## src/rtl/mono_pkg.sv

```systemverilog
package mono_pkg;
  localparam int TRIG_N   = 3;
  localparam int IDX_FALL = 0;
  localparam int IDX_RISE = 1;
  localparam int IDX_CLR  = 2;

  typedef logic [TRIG_N-1:0] trig_vec_t;

  // Idle levels: clear released, rising trigger low, falling trigger high.
  localparam trig_vec_t TRIG_IDLE = 3'b101;

  typedef enum logic {
    ST_IDLE  = 1'b0,
    ST_PULSE = 1'b1
  } pulse_state_e;
endpackage

```

## src/rtl/mono_rst_sync.sv

```systemverilog
module mono_rst_sync #(
  parameter int STAGES = 2
) (
  input  logic clk_i,
  input  logic arst_n_i,
  output logic rst_n_o
);
  logic [STAGES-1:0] chain_q;
  logic [STAGES-1:0] chain_d;

  always_comb begin
    chain_d = {chain_q[STAGES-2:0], 1'b1};
  end

  always_ff @(posedge clk_i or negedge arst_n_i) begin
    if (!arst_n_i) begin
      chain_q <= '0;
    end else begin
      chain_q <= chain_d;
    end
  end

  assign rst_n_o = chain_q[STAGES-1];
endmodule

```

## src/rtl/mono_sync.sv

```systemverilog
module mono_sync #(
  parameter int              STAGES  = 2,
  parameter int              W       = 3,
  parameter logic [W-1:0]    RST_VAL = '0
) (
  input  logic         clk_i,
  input  logic         rst_n_i,
  input  logic [W-1:0] din_i,
  output logic [W-1:0] dout_o
);
  for (genvar g = 0; g < STAGES; g++) begin : g_stage
    logic [W-1:0] q;
    logic [W-1:0] d;
    if (g == 0) begin : g_first
      assign d = din_i;
    end else begin : g_next
      assign d = g_stage[g-1].q;
    end
    always_ff @(posedge clk_i or negedge rst_n_i) begin
      if (!rst_n_i) begin
        q <= RST_VAL;
      end else begin
        q <= d;
      end
    end
  end

  assign dout_o = g_stage[STAGES-1].q;
endmodule

```

## src/rtl/mono_trigger.sv

```systemverilog
module mono_trigger
  import mono_pkg::*;
(
  input  logic      clk_i,
  input  logic      rst_n_i,
  input  trig_vec_t sync_i,
  output logic      fire_o,
  output logic      clr_lvl_o
);
  trig_vec_t prev_q;
  trig_vec_t prev_d;
  logic fall_edge, rise_edge, clr_release;
  logic fall_lvl_low, rise_lvl_high, clr_lvl_high;

  always_comb begin
    prev_d        = sync_i;
    fall_lvl_low  = ~sync_i[IDX_FALL];
    rise_lvl_high = sync_i[IDX_RISE];
    clr_lvl_high  = sync_i[IDX_CLR];
    fall_edge     = prev_q[IDX_FALL] & ~sync_i[IDX_FALL];
    rise_edge     = ~prev_q[IDX_RISE] & sync_i[IDX_RISE];
    clr_release   = ~prev_q[IDX_CLR] & sync_i[IDX_CLR];
    fire_o        = clr_lvl_high &
                    ((fall_edge & rise_lvl_high) |
                     (rise_edge & fall_lvl_low) |
                     (clr_release & fall_lvl_low & rise_lvl_high));
    clr_lvl_o     = clr_lvl_high;
  end

  always_ff @(posedge clk_i or negedge rst_n_i) begin
    if (!rst_n_i) begin
      prev_q <= TRIG_IDLE;
    end else begin
      prev_q <= prev_d;
    end
  end
endmodule

```

## src/rtl/mono_timer.sv

```systemverilog
module mono_timer
  import mono_pkg::*;
#(
  parameter int WIDTH_BITS = 8
) (
  input  logic                  clk_i,
  input  logic                  rst_n_i,
  input  logic                  fire_i,
  input  logic                  clr_lvl_i,
  input  logic [WIDTH_BITS-1:0] width_i,
  output logic                  pulse_o
);
  localparam logic [WIDTH_BITS-1:0] ONE = WIDTH_BITS'(1);

  pulse_state_e          state_q, state_d;
  logic [WIDTH_BITS-1:0] cnt_q, cnt_d;
  logic [WIDTH_BITS-1:0] width_eff;
  logic                  upd_en;

  always_comb begin
    width_eff = (width_i == '0) ? ONE : width_i;
    upd_en    = (state_q == ST_PULSE) | fire_i;
    state_d   = state_q;
    cnt_d     = cnt_q;
    if (!clr_lvl_i) begin
      state_d = ST_IDLE;
      cnt_d   = '0;
    end else begin
      case (state_q)
        ST_IDLE: begin
          if (fire_i) begin
            state_d = ST_PULSE;
            cnt_d   = width_eff;
          end
        end
        ST_PULSE: begin
          if (cnt_q <= ONE) begin
            state_d = ST_IDLE;
            cnt_d   = '0;
          end else begin
            cnt_d = cnt_q - ONE;
          end
        end
        default: begin
          state_d = ST_IDLE;
          cnt_d   = '0;
        end
      endcase
    end
  end

  always_ff @(posedge clk_i or negedge rst_n_i) begin
    if (!rst_n_i) begin
      state_q <= ST_IDLE;
      cnt_q   <= '0;
    end else if (upd_en) begin
      state_q <= state_d;
      cnt_q   <= cnt_d;
    end
  end

  assign pulse_o = (state_q == ST_PULSE);
endmodule

```

## src/rtl/mono_pulse_gen.sv

```systemverilog
module mono_pulse_gen
  import mono_pkg::*;
#(
  parameter int WIDTH_BITS  = 8,
  parameter int SYNC_STAGES = 2
) (
  input  logic                  clk_i,
  input  logic                  arst_n_i,
  input  logic                  trig_fall_n_i,
  input  logic                  trig_rise_i,
  input  logic                  clear_n_i,
  input  logic [WIDTH_BITS-1:0] width_i,
  output logic                  pulse_o,
  output logic                  pulse_n_o
);
  logic      rst_core_n;
  trig_vec_t raw_vec;
  trig_vec_t sync_vec;
  logic      fire;
  logic      clr_sync;
  logic      pulse;

  always_comb begin
    raw_vec           = TRIG_IDLE;
    raw_vec[IDX_FALL] = trig_fall_n_i;
    raw_vec[IDX_RISE] = trig_rise_i;
    raw_vec[IDX_CLR]  = clear_n_i;
  end

  mono_rst_sync #(.STAGES(SYNC_STAGES)) u_rst_sync (
    .clk_i    (clk_i),
    .arst_n_i (arst_n_i),
    .rst_n_o  (rst_core_n)
  );

  mono_sync #(
    .STAGES  (SYNC_STAGES),
    .W       (TRIG_N),
    .RST_VAL (TRIG_IDLE)
  ) u_sync (
    .clk_i   (clk_i),
    .rst_n_i (rst_core_n),
    .din_i   (raw_vec),
    .dout_o  (sync_vec)
  );

  mono_trigger u_trigger (
    .clk_i     (clk_i),
    .rst_n_i   (rst_core_n),
    .sync_i    (sync_vec),
    .fire_o    (fire),
    .clr_lvl_o (clr_sync)
  );

  mono_timer #(.WIDTH_BITS(WIDTH_BITS)) u_timer (
    .clk_i     (clk_i),
    .rst_n_i   (rst_core_n),
    .fire_i    (fire),
    .clr_lvl_i (clr_sync),
    .width_i   (width_i),
    .pulse_o   (pulse)
  );

  assign pulse_o   = pulse;
  assign pulse_n_o = ~pulse;
endmodule

```

## config.mk

```make
export PLATFORM = sky130hd
export DESIGN_NAME = mono_pulse_gen
export DESIGN_NICKNAME = d
export VERILOG_FILES = /design/src/rtl/mono_pkg.sv /design/src/rtl/mono_rst_sync.sv /design/src/rtl/mono_sync.sv /design/src/rtl/mono_trigger.sv /design/src/rtl/mono_timer.sv /design/src/rtl/mono_pulse_gen.sv
export SDC_FILE = /design/constraint.sdc
export NUM_CORES = 1
export LEC_CHECK = 0
export CAP_MARGIN = 20
export CORE_MARGIN = 3
export CORE_UTILIZATION = 30
export DETAILED_ROUTE_END_ITERATION = 16
export PLACE_DENSITY = 0.54
export RECOVER_POWER = 25
export SKIP_LAST_GASP = 1
export SYNTH_ARGS = -nofsm -noshare
export SYNTH_HDL_FRONTEND = slang
export SYNTH_HIERARCHICAL = 1
export SYNTH_SLANG_ARGS = --single-unit
```

## constraint.sdc

```tcl
create_clock -name clk_i -period 0.84 [get_ports clk_i]
set_input_delay 0.168 -clock clk_i [delete_from_list [all_inputs] [get_ports clk_i]]
set_output_delay 0.168 -clock clk_i [all_outputs]
set_load 0.005 [all_outputs]
```

# Word-level counts from Yosys, hierarchy flattened
# Index checks and enable logic that the tools add are counted.
# word_totals
regBits,20
out_inout_bits,2
word_cells,35
# op_classes
add_sub_neg,1
magnitude_cmp,1
eq_ne,1
mux,9
n_bitwise,15
reduce_logical,2
# ops
cell,count
two-way mux 8 bit,4
one-hot mux 8 bit (2 select lines),1
bitwise AND 1 bit,8
"less-or-equal comparator 8 x 1 -> 1 bit, second input constant",1
zero test 8 bit,1
"subtractor 8 x 1 -> 8 bit, second input constant",1
inverter 1 bit,4
two-way mux 1 bit,3
"inequality test 3 x 2 -> 1 bit, second input constant",1
OR 1 bit,3
one-hot mux 1 bit (2 select lines),1
AND reduction 2 bit,1

# Logic depth before layout (Yosys ltp)
# logic_depth
word_depth,9
ltp_mapped,7
ltp_nobuf,6

# Modules after synthesis
# The synthesis kept the hierarchy.
# modules_own_cells
mod,instances,cells_per_inst,area_per_inst_um2
mono_timer,1,64,589.3
mono_sync,1,6,155.1
mono_trigger,1,7,107.6
mono_rst_sync,1,3,53.8
mono_pulse_gen,1,1,3.8

# Worst setup path after synthesis
# No wires, ideal clock.
# synth_path
path_kind,register to register
startpoint,register u_trigger.prev_q[0]
endpoint,register u_timer.cnt_q[2]
arrival_ns,1.569
required_time_ns,0.709
slack_ns,-0.859
stages_incl_launch_ff,7
period_less_slack_ns,1.699
cell_sequence,dfstp_2 > and3b_1 > nor3_2 > clkbuf_1 > o22ai_1 > a21oi_1 > o31ai_1
# synth_via
elab_chain_cells,7
word_cells_on_any_way,8
classes_between,eq/ne: 1; bitwise: 6; reduce/logical: 1
# synth_rtl
element,line_no,rtl
start: declaration,mono_trigger.sv:10,trig_vec_t prev_q;
start signal: assignment,mono_trigger.sv:34,prev_q <= prev_d;
bitwise AND 1 bit *,mono_trigger.sv:20,fall_edge = prev_q[IDX_FALL] & ~sync_i[IDX_FALL];
bitwise AND 1 bit *,mono_trigger.sv:24,((fall_edge & rise_lvl_high) |
OR 1 bit *,mono_trigger.sv:24,
OR 1 bit *,mono_trigger.sv:25,(rise_edge & fall_lvl_low) |
bitwise AND 1 bit *,mono_trigger.sv:23,fire_o = clr_lvl_high &
via fire,mono_pulse_gen.sv:19,logic fire;
inequality test 3 x 2 -> 1 bit (no source line) or OR 1 bit (tied branches),-,
AND reduction 2 bit (no source line) *,-,
end signal: assignment,mono_timer.sv:58,cnt_q <= cnt_d;
end: declaration,mono_timer.sv:16,"logic [WIDTH_BITS-1:0] cnt_q, cnt_d;"
# The timed path passes the listed nets; every way through them passes the cells marked *.
# A chain may end at the register's enable or synchronous reset.

# Worst setup path in the final report
# layout_path
startpoint,register u_timer.cnt_q[6]
endpoint,register u_timer.cnt_q[0]
# layout_via
elab_chain_cells,4
# layout_rtl
element,line_no,rtl
less-or-equal comparator 8 x 1 -> 1 bit,mono_timer.sv:37,if (cnt_q <= ONE) begin
two-way mux 8 bit,mono_timer.sv:37,
one-hot mux 8 bit (2 select lines),mono_timer.sv:29,case (state_q)
two-way mux 8 bit,mono_timer.sv:25,if (!clr_lvl_i) begin
# Every way passes these cells.

==> flow_summary.yaml <==
outcome:
  status: "complete, but fails checks"
  failed_checks: "setup timing"
timing:
  fin_crit_sh_pct: 181
  fin_crit_ns: 1.52
  setup_tns_ns: -6.53
  fin_ws_ns: -0.684
  fmax_mhz: 656
  fin_skew_ns: 0.0101
  setup_viol: 11
  finalHoldViolCount: 0
  slew_violations: 0
  rsz0062_at_grt: "yes"
die:
  start_util_pct: 32.2
  die_x_um: 61.1
  die-area_um2: 3730
  die_y_um: 61.1
  rows: 19
  core_area_um2: 2830
  ioPinCount: 15
layout:
  n_antenna_cell: 0
  final_layout_size_suffix_gt1_share_pct: 38.0
  fillers: 265
  syn2layout_area_growth_pct: 47.6
  postLayoutCellArea_um2: 1340
  post-route-util_pct: 47.5
  nets: 137
power_and_ir_drop:
  p_leak_nw: 0.587
  pwr-share-clk_pct: 17.4
  pwr-share-comb_pct: 42.9
  peakVddDrop_uv: 1180
  netSwitchingFraction_pct: 30.4
  power_per_cell_area_nw_per_um2: 2300
  intPower_mw: 2.15
  p_seq_share_pct: 39.7
  p_switching_mw: 0.939
grt:
  grt_pass1_vias: 792
  met1_usage_pct: 13.4
  grt_max_degree: 19
  track_usage_pct: 12.3
  use_met2_pct: 20.7
  grt_use_met3_pct: 4.82
  overflow: 0
  busiest_layer: "met2"
  antenna_found_initial: 0
  grt_pass1_wl_mm: 3.35
worst_setup_path:
  start_kind: "flip-flop"
  required_ns: 1.01
  cp_max_fo: 7
  crit_type: "flip-flop to flip-flop"
  reg2reg_from: "u_timer/cnt_q[6]"
  ff2ff_path_depth: 4
  ff2ff_setup_slack_ns: -0.68
  cp.arrival_ns: 1.70
  worst_setup_path_end_kind: "flip-flop"
  rr_endpoint: "u_timer/cnt_q[0]"
routing:
  detail_route.iter0.violations: 18
  dr_total_vias: 738
  drc: 0
  routedWlPerCell_um: 12.2
  dr.pass1.iters: 4
  ant_nets: 0
  wirelength_mm: 1.86
  viasPerCell: 4.86
logic_synthesis:
  syn_avg_cell_area_um2: 11.2
  syn-num-nets: 96
  synth_cell_types: 30
  syn_area_um2: 910
  synth_edf_count: 0
  ys.flop_type: "dfrtp_1"
  syn_inst: 81
  synth-async-reset-ratio_pct: 100
  synth-seq-cells: 20
  synth_seq_area_share_pct: 55.8
  ys_warn_count: 6
cts:
  clock_path_buffers: 2
  tritoncts.num_buffers: 3
  clk_latency_ns: 0.30
  cts.sinks: 20
  cts_tree: "built"
  h-tree-depth: 1
  cts-root-buf: "clkbuf_4"
  clk_pin_slew_ns: 0.11
place:
  place_ws_ns: -0.751
  dpl-instance-area_um2: 1240
  numPortBuffers: 14
  gp_congestion: 0.792
  dp.final_hpwl_mm: 1.44
min_path:
  worst_hold_path_type: "flip-flop to asynchronous set/reset pin"
flow_run:
  maxCapViolCount: 0
## routing by layer
| metal | share of wire [%] | up-vias |
|---|---|---|
| met5 | 0 | - |
| met4 | 1.4 | 0 |
| met1 | 42 | 358 |
| met3 | 3.3 | 2 |
| li1 | - | 366 |
| met2 | 53 | 12 |
## power groups by stage
stage / Sequential [mW] / Clock, mW / Combinational, mW
detailed placement: 1.25 / 0 / 1.29
CTS: 1.23 / 0.565 / 1.32
finish: 1.23 / 0.538 / 1.33
global placement: 1.24 / 0 / 1.28
global route: 1.24 / 0.625 / 1.48
floorplan: 1.27 / 0 / 0.759
## sequential cells by signal, summed over array words and instances (netlist names)
signal,cells
u_trigger/prev_q,3
u_timer/pulse_o,1
u_sync/g_stage.q,3
u_timer/cnt_q,8
u_rst_sync/chain_q,2
u_sync/dout_o,3
## cells in the mapped netlist, drive strengths merged, types with 2 or more instances
cell	count	area share, %
buf	2	2.1
ha	2	2.8
inv	3	1.2
nor3	3	2.2
dfstp	6	17
nor2b	6	4.1
dfrtp	14	39
xnor2	4	3.9
a21oi	2	1.1
nand2	3	1.2
nor4	3	3.7
clkbuf	3	1.2
o22ai	8	5.5
a31oi	6	4.1
nor2	4	1.7
## cells by family (layout without fill, tap and decap cells)
family                   Yosys count  count (layout)  synth area share (%)
AND/OR/NAND/NOR                   25              25                  17.9
AO/OA/AOI/OAI                     20              20                  13.8
flip-flops                        20              20                  55.8
buffers and inverters              8              48                  4.54
XOR/XNOR                           5               5                  4.81
adder cells (fa/ha/maj)            2               2                  2.75
other                              1               1                 0.412
## worst max path at each step
stage	from	endpoint	slack, ns	depth (start not counted)
2_1_floorplan	u_trigger/prev_q[0]	u_timer/cnt_q[2]	-0.70	6
3_5_place_dp	u_timer/cnt_q[6]	u_timer/cnt_q[1]	-0.75	4
6_report	u_timer/cnt_q[6]	u_timer/cnt_q[0]	-0.68	4
5_1_grt	u_trigger/prev_q[0]	u_timer/cnt_q[3]	-0.77	6
4_1_cts	u_trigger/prev_q[0]	u_timer/cnt_q[2]	-0.75	7
3_3_place_gp	u_timer/cnt_q[6]	u_timer/cnt_q[1]	-0.72	4
## stage by stage
step | instances | power, mW | hold WS [ns]
global placement | 143 | 2.52 | 0.185
floorplan | 81 | 2.03 | -0.128
CTS | 150 | 3.11 | 0.0142
global route | 152 | 3.35 | 0.317
detailed placement | 143 | 2.54 | 0.198
finish | 152 | 3.09 | 0.242
## area by class of cell
type                            instances  area, µm²  area share (%)
Clock buffer                            4       36.3            2.70
Inverter                                3       11.3           0.839
Multi-Input combinational cell         53        378            28.1
Sequential cell                        20        509            37.9
Tap cell                               31       38.8            2.89
Timing Repair Buffer                   41        369            27.5
## worst max-delay path, cell delays in order, from the launching register on
cell	delay (ns)
dfrtp_1	0.39
or4_4	0.56
nor4_4	0.17
or2_4	0.20
o22ai_1	0.08
## cells in the final DEF (no fill, tap or decap), types with 2 or more instances in the layout
cell	instances
clkdlybuf4s50_1	9
ha_1	2
nor2_1	4
nor2b_1	6
clkbuf_4	3
inv_1	2
buf_4	21
a21oi_1	2
a31oi_1	6
nor3_1	2
nor4_1	2
dlygate4sd3_1	4
xnor2_1	4
dfrtp_1	13
dfstp_2	6
o22ai_1	8
nand2_1	3
buf_6	5
## repair_timing
| item | CTS | global route |
|---|---|---|
| hold buffers | 0 | 1 |
| gates resized for setup | 14 | 4 |
| buffers inserted | 3 | 1 |
| pin swaps | 0 | 1 |
| setup endpoints to repair | 11 | 11 |
| endpoints found under the hold margin | 0 | 2 |
Power figures use the tool's default switching activity.
